<file path="config.mk">
export PLATFORM = sky130hd
export DESIGN_NAME = dual_reg_xcvr
export DESIGN_NICKNAME = d
export VERILOG_FILES = /design/src/rtl/xcvr_pkg.sv /design/src/rtl/xcvr_store.sv /design/src/rtl/xcvr_lane.sv /design/src/rtl/dual_reg_xcvr.sv
export SDC_FILE = /design/constraint.sdc
export NUM_CORES = 1
export LEC_CHECK = 0
export ABC_AREA = 1
export BUFFER_PORTS_ARGS = -buffer_cell sky130_fd_sc_hd__clkbuf_2
export CAP_MARGIN = 20
export CORE_ASPECT_RATIO = 0.9
export CORE_MARGIN = 2
export CORE_UTILIZATION = 53
export DETAILED_ROUTE_END_ITERATION = 16
export PLACE_DENSITY = 0.81
export SYNTH_ARGS = -nofsm -noshare
export SYNTH_HDL_FRONTEND = slang
export SYNTH_SLANG_ARGS = --single-unit
</file>
<file path="constraint.sdc">
create_clock -name clk_i -period 1.23 [get_ports clk_i]
set_input_delay 0.246 -clock clk_i [delete_from_list [all_inputs] [get_ports clk_i]]
set_output_delay 0.246 -clock clk_i [all_outputs]
set_load 0.01 [all_outputs]
</file>
<file path="src/rtl/xcvr_pkg.sv">
package xcvr_pkg;
  typedef struct packed {
    logic oe_ab;
    logic oe_ba_n;
    logic sel_ab;
    logic sel_ba;
    logic cap_ab;
    logic cap_ba;
  } lane_ctrl_t;
endpackage

</file>
<file path="src/rtl/xcvr_store.sv">
module xcvr_store #(
  parameter int W = 8
) (
  input  logic         clk_i,
  input  logic         rst_ni,
  input  logic         load_i,
  input  logic [W-1:0] d_i,
  output logic [W-1:0] q_o
);
  always_ff @(posedge clk_i or negedge rst_ni) begin
    if (!rst_ni)     q_o <= '0;
    else if (load_i) q_o <= d_i;
  end
endmodule

</file>
<file path="src/rtl/xcvr_lane.sv">
module xcvr_lane
  import xcvr_pkg::*;
#(
  parameter int LANE_W = 8
) (
  input  logic              clk_i,
  input  logic              rst_ni,
  input  lane_ctrl_t        ctrl_i,
  input  logic [LANE_W-1:0] a_i,
  input  logic [LANE_W-1:0] b_i,
  output logic [LANE_W-1:0] a_o,
  output logic              a_oe_o,
  output logic [LANE_W-1:0] b_o,
  output logic              b_oe_o
);
  logic a_en, b_en, loop_w;
  logic [LANE_W-1:0] reg_ab, reg_ba, keep_q, a_bus, b_bus;

  assign a_en   = ~ctrl_i.oe_ba_n;
  assign b_en   = ctrl_i.oe_ab;
  assign loop_w = a_en & b_en & ~ctrl_i.sel_ab & ~ctrl_i.sel_ba;

  // resolved bus values; keeper stands in for the live-live feedback loop
  always_comb begin
    if (!a_en)              a_bus = a_i;
    else if (ctrl_i.sel_ba) a_bus = reg_ba;
    else if (!b_en)         a_bus = b_i;
    else if (ctrl_i.sel_ab) a_bus = reg_ab;
    else                    a_bus = keep_q;

    if (!b_en)              b_bus = b_i;
    else if (ctrl_i.sel_ab) b_bus = reg_ab;
    else if (!a_en)         b_bus = a_i;
    else if (ctrl_i.sel_ba) b_bus = reg_ba;
    else                    b_bus = keep_q;
  end

  xcvr_store #(.W(LANE_W)) u_ab (
    .clk_i, .rst_ni, .load_i(ctrl_i.cap_ab), .d_i(a_bus), .q_o(reg_ab)
  );
  xcvr_store #(.W(LANE_W)) u_ba (
    .clk_i, .rst_ni, .load_i(ctrl_i.cap_ba), .d_i(b_bus), .q_o(reg_ba)
  );
  xcvr_store #(.W(LANE_W)) u_keep (
    .clk_i, .rst_ni, .load_i(~loop_w), .d_i(a_bus), .q_o(keep_q)
  );

  assign a_oe_o = a_en;
  assign b_oe_o = b_en;
  assign a_o    = a_en ? a_bus : '0;
  assign b_o    = b_en ? b_bus : '0;
endmodule

</file>
<file path="src/rtl/dual_reg_xcvr.sv">
module dual_reg_xcvr
  import xcvr_pkg::*;
#(
  parameter int LANES  = 2,
  parameter int LANE_W = 8
) (
  input  logic                    clk_i,
  input  logic                    rst_ni,
  input  logic [LANES*LANE_W-1:0] a_i,
  input  logic [LANES*LANE_W-1:0] b_i,
  input  logic [LANES-1:0]        oe_ab_i,
  input  logic [LANES-1:0]        oe_ba_ni,
  input  logic [LANES-1:0]        sel_ab_i,
  input  logic [LANES-1:0]        sel_ba_i,
  input  logic [LANES-1:0]        cap_ab_i,
  input  logic [LANES-1:0]        cap_ba_i,
  output logic [LANES*LANE_W-1:0] a_o,
  output logic [LANES-1:0]        a_oe_o,
  output logic [LANES*LANE_W-1:0] b_o,
  output logic [LANES-1:0]        b_oe_o
);
  for (genvar l = 0; l < LANES; l++) begin : g_lane
    lane_ctrl_t ctrl;
    assign ctrl = '{oe_ab:   oe_ab_i[l],  oe_ba_n: oe_ba_ni[l],
                    sel_ab:  sel_ab_i[l], sel_ba:  sel_ba_i[l],
                    cap_ab:  cap_ab_i[l], cap_ba:  cap_ba_i[l]};

    xcvr_lane #(.LANE_W(LANE_W)) u_lane (
      .clk_i,
      .rst_ni,
      .ctrl_i (ctrl),
      .a_i    (a_i[l*LANE_W +: LANE_W]),
      .b_i    (b_i[l*LANE_W +: LANE_W]),
      .a_o    (a_o[l*LANE_W +: LANE_W]),
      .a_oe_o (a_oe_o[l]),
      .b_o    (b_o[l*LANE_W +: LANE_W]),
      .b_oe_o (b_oe_o[l])
    );
  end
endmodule

</file>
==> results of run 1 <==
==> per-stage QoR <==
step,std cells,instance area (sq um)
floorplan,408,3010
global placement,632,4080
detailed placement,632,4080
CTS,707,5060
==> cell families after synthesis <==
kind of cell / share of synthesized area, %
buffers and inverters: 8.34
and+or+nand+nor: 48.9
DFF: 39.9
AOI/OAI and AO/OA: 2.91
==> repair_timing <==
item | 4_1_cts
buffers inserted | 64
endpoints found under the setup margin | 32
endpoints found under the hold margin | 48
cloned | 2
pin swaps | 75
resized for setup | 103
hold buffers | 1
==> results.cfg, run 1 <==
[clocking]
root_buffer = clkbuf_8
cts.sinks = 48
cts_buffer_depth = 2
htreeDepth = 2
numCtsBuffers = 5

[place]
io_buffers = 81
gp_congestion = 0.942
pre_cts_slack_ns = -0.192
dp_hpwl_mm = 6.71

[yosys]
synthTopCellsByArea = dfrtp_1, nand2_1, nand3_1, nand3_2, a21oi_1
syn-cell-area_sq_um = 3010
yosysSeqAreaShare_pct = 39.9
yosys-top-cells-count = nand2_1, nand3_1, dfrtp_1
synth_most_common_cell = nand2_1
synth_top_area_cell = dfrtp_1
synth_cell_types = 23
syn_nets = 454
synth_warnings = 0
async_reset_ff_share_pct = 100
syn_avg_cell_area_sq_um = 7.39
yosysTopAreaCellShare_pct = 39.9
synth-edff-count = 0
synthFlopType = dfrtp_1
synth_cells = 408
ys_ff_latch = 48

[die]
io_pins = 82
floorplan.rows = 26
die_h_um = 75.5
dieWidth_um = 83.5
initial_utilization_pct = 53.9

[run_status]
lastStage = 5_1_grt
stop_error = [ERROR DPL-0038] Utilization greater than 100%, impossible to legalize
status = did not finish

[timing]
worst_endpoint_kind = top-level output
grt-worst-endpoint = a_o[13]

[global_routing]
grt_max_degree = 49
==> run 2: changes to the inputs <==
--- a/config.mk
+++ b/config.mk
@@ -8,11 +8,10 @@
 export ABC_AREA = 1
 export BUFFER_PORTS_ARGS = -buffer_cell sky130_fd_sc_hd__clkbuf_2
 export CAP_MARGIN = 20
-export CORE_ASPECT_RATIO = 0.9
 export CORE_MARGIN = 2
-export CORE_UTILIZATION = 53
+export CORE_UTILIZATION = 40
 export DETAILED_ROUTE_END_ITERATION = 16
-export PLACE_DENSITY = 0.81
+export PLACE_DENSITY_LB_ADDON = 0.15
 export SYNTH_ARGS = -nofsm -noshare
 export SYNTH_HDL_FRONTEND = slang
 export SYNTH_SLANG_ARGS = --single-unit
==> results.cfg, run 2 <==
[clocking]
insertion_delay_ns = 0.30
clk_pin_slew_ns = 0.10
cts.sinks = 48
numCtsBuffers = 5
root_buffer = clkbuf_8
cts_buffer_depth = 2
htreeDepth = 2
tritoncts = done

[global_routing]
grt_pass1_wl_mm = 16.5
antenna_found_initial = 0
grt_max_degree = 49
grt_usage_pct = 24.3
grt_pass1_vias = 3552
gr-total-overflow = 0

[yosys]
async_reset_ff_share_pct = 100
synthFlopType = dfrtp_1
syn_nets = 454
ys_ff_latch = 48
synth_warnings = 0
synth-edff-count = 0
synth_cell_types = 23
syn_avg_cell_area_sq_um = 7.39
synth_cells = 408
yosys-top-cells-count = nand2_1, nand3_1, dfrtp_1
yosysTopAreaCellShare_pct = 39.9
synth_most_common_cell = nand2_1
yosysSeqAreaShare_pct = 39.9
synth_top_area_cell = dfrtp_1
synthTopCellsByArea = dfrtp_1, nand2_1, nand3_1, nand3_2, a21oi_1
syn-cell-area_sq_um = 3010

[place]
dp_hpwl_mm = 6.72
io_buffers = 81
gp_congestion = 0.894
dp.cells = 664

[layout]
synthToLayoutAreaGrowth_pct = 71.5
fin_nets = 673
stdcell_count = 727
mostFrequentLayoutCell = buf_4
n_fill_cell = 581
drive_gt1_share_pct = 61.0
diodes = 0
final_cell_mix = buf_4, nand2_1, nand3_2
post-route-util_pct = 70.9
largest_registers = g_lane.u_lane.u_ab.q_o (16), g_lane.u_lane.u_ba.q_o (16), g_lane.u_lane.u_keep.q_o (16)

[min_path]
hp-class = input port to flop
min_to = g_lane[0].u_lane.u_keep.q_o[4]$_DFFE_PN0N_
hp-start = a_i[4]
holdPathStages = 3

[timing]
finalCriticalPeriod_ns = 1.40
clock_skew_ns = 0.00899
rsz0062_at_grt = yes
clock.fmax_mhz = 714
tightest_slew_ns = 0.369
final-setup-viol-count = 36
period_share_pct = 114
hold_viol_final = 0
finalMaxSlewViolations = 0
max_slew_margin_pct = 75.4
fin_ws_ns = -0.170

[route]
vias = 3591
routed_wl_mm = 10.2
drcViolationCount = 0
initialDrtViolationCount = 157
wl_per_cell_um = 14.0
viasPerCell = 4.94
drt_first_pass_iters = 4
antenna_left = 0

[worst_setup_path]
critPathLaunchType = flop
crit_path_end_kind = output port
timing.rr.start = g_lane[0].u_lane.u_ab.q_o[1]$_DFFE_PN0P_
critPathMaxStageDelay_ns = 0.40
crit_chain = nand3_2 > nand3_2 > nand2_2 > nand2_1 > clkbuf_2
slowest_stage = dfrtp_1
arrival_ns = 1.15
reg2reg_depth = 10
critical_path.max_fanout = 3
reg2reg_slack_ns = -0.13
r2r_end = g_lane[0].u_lane.u_ab.q_o[1]$_DFFE_PN0P_
crit_required_ns = 0.98
cp_common_cell = nand3_2
worst-setup-path-type = flop to output port

[die]
die_area_sq_um = 8250
die_h_um = 90.8
floorplan.rows = 31
initial_utilization_pct = 41.3
dieWidth_um = 90.8
io_pins = 82
core_area_sq_um = 7290

[job]
max_cap_violations = 0

[run_status]
violations = setup timing
status = complete, but fails checks

[pwr]
power_leakage_nw = 2.89
max-vdd-ir-drop_uv = 514
p_per_area_nw_per_um2 = 869
[run 2: cells by family after synthesis]
group,synth area share (%)
buffers and inverters,8.34
AOI/OAI and AO/OA,2.91
and+or+nand+nor,48.9
DFF,39.9
[run 2: how the worst max path moves through the flow]
| stage | from | to | slack [ns] | cells past startpoint |
|---|---|---|---|---|
| floorplan | sel_ba_i[1] | b_o[13] | 0.02 | 7 |
| global placement | sel_ba_i[0] | b_o[0] | -0.16 | 8 |
| detailed placement | sel_ba_i[0] | b_o[1] | -0.20 | 8 |
| CTS | g_lane[1].u_lane.u_ba.q_o[2]$_DFFE_PN0P_ | b_o[10] | -0.17 | 5 |
| global route | g_lane[1].u_lane.u_ab.q_o[0]$_DFFE_PN0P_ | a_o[8] | -0.26 | 5 |
| finish | g_lane[1].u_lane.u_ba.q_o[1]$_DFFE_PN0P_ | b_o[9] | -0.17 | 5 |
[run 2: cell type report]
cell class | instances | area [sq um] | share of cell area (%)
Inverter | 21 | 83.8 | 1.62
Tap cell | 99 | 124 | 2.40
Timing Repair Buffer | 232 | 1700 | 32.9
Multi-Input combinational cell | 319 | 1960 | 38.0
Clock buffer | 6 | 82.6 | 1.60
Clock inverter | 2 | 15.0 | 0.290
Sequential cell | 48 | 1200 | 23.2
[run 2: worst max-delay path: cells and delay by family, from the launching register on]
kind,cells,cell delay [ns]
buffers and inverters,1,0.12
AND/OR/NAND/NOR,4,0.32
flip-flops,1,0.40
[run 2: metrics by stage]
| step | cell area, sq um | power, mW | hold WS (ns) | TNS, ns | worst slack, ns |
|---|---|---|---|---|---|
| CTS | 4820 | 4.34 | 0.223 | -4.53 | -0.167 |
| finish | 5170 | 4.49 | 0.234 | -4.60 | -0.170 |
| floorplan | 3010 | 2.54 | -0.0496 | 0 | 0.0243 |
| global placement | 4150 | 3.10 | 0.257 | -3.52 | -0.156 |
| detailed placement | 4150 | 3.12 | 0.260 | -4.36 | -0.200 |
| global route | 5170 | 4.77 | 0.255 | -7.27 | -0.261 |
[run 2: timing repair]
action,in CTS,in global routing
setup buffers,35,24
gates cloned,1,0
setup endpoints to repair,32,40
gates resized for setup,75,72
pin swaps,68,51
hold buffers,1,0
endpoints found under the hold margin,48,0
[run 2: metal layers]
metal	wire length (um)	share of wire [%]	vias up	track usage [%]
li1	-	-	1753	-
met1	4430	44	1691	31.4
met2	4940	49	121	42.1
met3	547	5.4	26	4.17
met4	263	2.6	0	6.57
met5	0	0	-	0
[run 2: power by group]
part,total (mW),internal (mW),switching (mW)
Clock,1.00,0.456,0.546
Sequential,1.90,1.77,0.135
Combinational,1.59,0.795,0.795
Power figures use the tool's default switching activity.
==> run 3: changes to the inputs <==
==> constraint.sdc (replaced) <==
create_clock -name clk_i -period 1.51 [get_ports clk_i]
set_input_delay 0.302 -clock clk_i [delete_from_list [all_inputs] [get_ports clk_i]]
set_output_delay 0.302 -clock clk_i [all_outputs]
set_load 0.01 [all_outputs]
==> results.cfg, run 3 (synthesized netlist as in run 2, its figures left out) <==
[worst_setup_path]
reg2reg_depth = 8
crit_path_end_kind = output port
timing.rr.start = g_lane[1].u_lane.u_ab.q_o[1]$_DFFE_PN0P_
critPathLaunchType = flop
arrival_ns = 1.18
critical_path.max_fanout = 2
r2r_end = g_lane[1].u_lane.u_ab.q_o[1]$_DFFE_PN0P_
crit_required_ns = 1.21
worst-setup-path-type = flop to output port
reg2reg_slack_ns = 0.39

[timing]
rsz0062_at_grt = yes
hold_viol_final = 0
finalMaxSlewViolations = 0
tightest_slew_ns = 0.355
period_share_pct = 98.4
final-setup-viol-count = 0
clock_skew_ns = 0.00600
finalCriticalPeriod_ns = 1.49
max_slew_margin_pct = 76.3
whs_ns = 0.266
clock.fmax_mhz = 673

[route]
drt_first_pass_iters = 4
viasPerCell = 4.93
vias = 3168
wl_per_cell_um = 13.9
antenna_left = 0
drcViolationCount = 0
initialDrtViolationCount = 121
routed_wl_mm = 8.92

[clocking]
insertion_delay_ns = 0.31
clk_pin_slew_ns = 0.09
root_buffer = clkbuf_8
htreeDepth = 2
cts_buffer_depth = 2
tritoncts = done
cts.sinks = 48
numCtsBuffers = 5

[die]
floorplan.rows = 31
initial_utilization_pct = 41.3
io_pins = 82
die_area_sq_um = 8250
dieWidth_um = 90.8
core_area_sq_um = 7290
die_h_um = 90.8

[pwr]
p_per_area_nw_per_um2 = 830
p_total_mw = 3.57
max-vdd-ir-drop_uv = 433
power_leakage_nw = 2.41

[min_path]
holdPathStages = 3
hp-class = input port to flop
min_to = g_lane[1].u_lane.u_keep.q_o[3]$_DFFE_PN0N_
hp-start = a_i[11]

[global_routing]
grt_pass1_wl_mm = 14.1
grt_pass1_vias = 3050
gr-total-overflow = 0
grt_usage_pct = 21.1
grt_max_degree = 49
antenna_found_initial = 0

[place]
io_buffers = 81
dp.cells = 611
gp_congestion = 0.872
dp_hpwl_mm = 6.34

[layout]
synthToLayoutAreaGrowth_pct = 42.6
fin_nets = 589
mostFrequentLayoutCell = nand2_1
largest_registers = g_lane.u_lane.u_ab.q_o (16), g_lane.u_lane.u_ba.q_o (16), g_lane.u_lane.u_keep.q_o (16)
diodes = 0
stdcell_count = 643
drive_gt1_share_pct = 47.4
final_cell_mix = nand2_1, clkbuf_2, buf_4

[job]
max_cap_violations = 0

[run_status]
status = finished, final reports clean
run 3: critical path, stage by stage, from the launching register on:
cell and delay [ns]:
dfrtp_1 0.41, nand3_2 0.09, nand2_2 0.06, nand2_2 0.07
nand3_1 0.10, clkbuf_2 0.15
run 3: cell type report:
| type | instances | area (sq um) |
|---|---|---|
| fill | 713 | 2990 |
| multi-input combinational | 319 | 1780 |
| sequential | 48 | 1200 |
| timing repair buffer | 148 | 992 |
| tap | 99 | 124 |
| inverter | 21 | 83.8 |
| clock buffer | 6 | 82.6 |
| clock inverter | 2 | 38.8 |
run 3: what timing repair did:
action                                  CTS  global route
endpoints found under the setup margin    5            30
endpoints found under the hold margin    48             0
pin swaps                                 3            27
setup buffers                             3            19
gates cloned                              0             1
resized for setup                         7            73
hold buffers                              1             0
run 3: where the power goes:
group	total [mW]	switching, mW	internal, mW
clock network	1.01	0.465	0.542
registers	1.54	0.104	1.44
logic	1.02	0.560	0.458
run 3: how the worst max path moves through the flow:
| stage | cells after the start | startpoint | end |
|---|---|---|---|
| after global placement | 6 | sel_ab_i[1] | a_o[14] |
| after global routing | 5 | g_lane[1].u_lane.u_ba.q_o[3]$_DFFE_PN0P_ | b_o[11] |
| after floorplan | 7 | sel_ba_i[1] | b_o[13] |
| after detailed placement | 6 | sel_ab_i[1] | a_o[14] |
| final | 5 | g_lane[0].u_lane.u_ab.q_o[6]$_DFFE_PN0P_ | a_o[6] |
| after CTS | 5 | g_lane[0].u_lane.u_ab.q_o[3]$_DFFE_PN0P_ | a_o[3] |
run 3: per-layer routing:
metal  wire length (um)  vias to the layer above  track usage (%)
met5                  0                        -                0
li1                   -                     1585                -
met2               4340                      112             35.0
met3                483                       17             3.17
met4                195                        0             6.19
met1               3910                     1454             28.5
run 3: through the flow:
step	util (%)	cell area (sq um)	setup WS (ns)	TNS (ns)
6_report	59.0	4300	0.0244	0
3_5_place_dp	51.2	3740	-0.00301	-0.00301
5_1_grt	59.0	4300	-0.0539	-0.353
4_1_cts	53.9	3930	0.00230	0
2_1_floorplan	-	3010	0.192	0
3_3_place_gp	51.2	3740	-0.00718	-0.00718
==> run 4: changes to the inputs <==
--- a/config.mk
+++ b/config.mk
@@ -11,7 +11,6 @@
 export CORE_MARGIN = 2
 export CORE_UTILIZATION = 40
 export DETAILED_ROUTE_END_ITERATION = 16
-export PLACE_DENSITY_LB_ADDON = 0.15
 export SYNTH_ARGS = -nofsm -noshare
 export SYNTH_HDL_FRONTEND = slang
 export SYNTH_SLANG_ARGS = --single-unit
==> results.cfg, run 4 (synthesized netlist as in run 2, its figures left out) <==
[place]
io_buffers = 81
dpl_cell_area_sq_um = 3810
gp_congestion = 0.882
dp.cells = 624
dp_hpwl_mm = 6.48

[layout]
largest_registers = g_lane.u_lane.u_ab.q_o (16), g_lane.u_lane.u_ba.q_o (16), g_lane.u_lane.u_keep.q_o (16)
post-route-util_pct = 61.3
mostFrequentLayoutCell = nand2_1
final_cell_mix = nand2_1, buf_4, clkbuf_2
synthToLayoutAreaGrowth_pct = 48.2
drive_gt1_share_pct = 49.6
diodes = 0
n_fill_cell = 711
fin_nets = 613
fin_area_sq_um = 4470
stdcell_count = 667

[timing]
final-setup-viol-count = 0
tightest_slew_ns = 0.357
clock_skew_ns = 0.00706
rsz0062_at_grt = yes
finalMaxSlewViolations = 0
max_slew_margin_pct = 76.1
finalCriticalPeriod_ns = 1.50
period_share_pct = 99.7
hold_viol_final = 0
clock.fmax_mhz = 665
whs_ns = 0.272

[pwr]
max-vdd-ir-drop_uv = 423
power_leakage_nw = 2.52
p_per_area_nw_per_um2 = 811
p_total_mw = 3.62

[clocking]
tritoncts = done
clk_pin_slew_ns = 0.09
htreeDepth = 2
numCtsBuffers = 5
root_buffer = clkbuf_8
insertion_delay_ns = 0.30
cts.sinks = 48
cts_buffer_depth = 2

[worst_setup_path]
crit_required_ns = 1.21
cp_common_cell = nand2_1
slowest_stage = nor2_8
arrival_ns = 1.20
timing.rr.start = g_lane[1].u_lane.u_ab.q_o[3]$_DFFE_PN0P_
cp-endpoint = b_o[13]
critPathLaunch = oe_ba_ni[1]
crit_chain = clkbuf_4 > nor2_8 > buf_12 > nand2_1 > nand3_1 > nand2_1 > nand2_1 > buf_2
crit_path_end_kind = output port
reg2reg_depth = 7
critPathMaxStageDelay_ns = 0.17
critPathLaunchType = input port
worst-setup-path-type = input port to output port
reg2reg_slack_ns = 0.42
critical_path.max_fanout = 8
r2r_end = g_lane[1].u_lane.u_ab.q_o[3]$_DFFE_PN0P_

[global_routing]
antenna_found_initial = 0
grt_pass1_wl_mm = 14.6
gr-total-overflow = 0
grt_usage_pct = 21.3
grt_pass1_vias = 3116
grt_max_degree = 49

[job]
max_cap_violations = 0

[route]
drt_first_pass_iters = 4
wl_per_cell_um = 13.9
vias = 3290
drcViolationCount = 0
routed_wl_mm = 9.26
viasPerCell = 4.93
initialDrtViolationCount = 133
antenna_left = 0

[die]
dieWidth_um = 90.8
io_pins = 82
core_area_sq_um = 7290
initial_utilization_pct = 41.3
floorplan.rows = 31
die_area_sq_um = 8250
die_h_um = 90.8

[min_path]
hp-class = input port to flop
hp-start = a_i[4]

[run_status]
status = finished, final reports clean
-- run 4: cell count changes in the layout (fill, tap and decap cells not counted), moves of 3 or more --
cell / previous run / this run
nand2_2: 27 / 31
buf_4: 60 / 82
nand3_1: 42 / 45
nand2_1: 149 / 145
nand3_2: 48 / 45
-- run 4: routing by layer --
layer | global-route usage [%] | part of all wire, %
met1 | 28.2 | 44
met2 | 36.8 | 49
met3 | 3.59 | 4.6
met4 | 4.67 | 2.0
met5 | 0 | 0
-- run 4: where the power goes --
part | total [mW] | switching, mW | internal (mW)
Combinational | 1.07 | 0.578 | 0.493
Sequential | 1.54 | 0.103 | 1.44
Clock | 1.01 | 0.471 | 0.543
-- run 4: worst min-delay path by stage --
stage                                                            end  cells past startpoint
after global placement      g_lane[0].u_lane.u_ba.q_o[7]$_DFFE_PN0P_                      2
final                     g_lane[0].u_lane.u_keep.q_o[4]$_DFFE_PN0N_                      3
after detailed placement    g_lane[0].u_lane.u_ba.q_o[1]$_DFFE_PN0P_                      2
after CTS                 g_lane[0].u_lane.u_keep.q_o[1]$_DFFE_PN0N_                      3
after floorplan             g_lane[0].u_lane.u_ab.q_o[0]$_DFFE_PN0P_                      0
after global routing      g_lane[0].u_lane.u_keep.q_o[1]$_DFFE_PN0N_                      3
-- run 4: repair_timing --
action                                  CTS  global route
gates cloned                              0             3
hold buffers                              1             0
gates resized for setup                   4            79
endpoints found under the hold margin    39             0
endpoints found under the setup margin    6            32
pin swaps                                 0            28
buffers inserted                          2            29
-- run 4: per-stage QoR --
stage / setup slack [ns] / TNS, ns
after floorplan: 0.192 / 0
after global placement: -0.00865 / -0.00865
after detailed placement: -0.00500 / -0.00500
after CTS: 0.000798 / 0
after global routing: -0.0387 / -0.254
final: 0.00519 / 0
-- run 4: cell type report --
type / count / area (sq um) / share of cell area, %
Inverter: 21 / 86.3 / 1.93
Tap cell: 99 / 124 / 2.77
Sequential cell: 48 / 1200 / 26.9
Timing Repair Buffer: 170 / 1150 / 25.7
Multi-Input combinational cell: 321 / 1780 / 39.9
Clock buffer: 6 / 82.6 / 1.85
Clock inverter: 2 / 38.8 / 0.868
-- run 4: critical path: cells and delay by family --
| kind | cells | cell delay [ns] |
|---|---|---|
| simple gates | 5 | 0.47 |
| buf+inv | 3 | 0.42 |
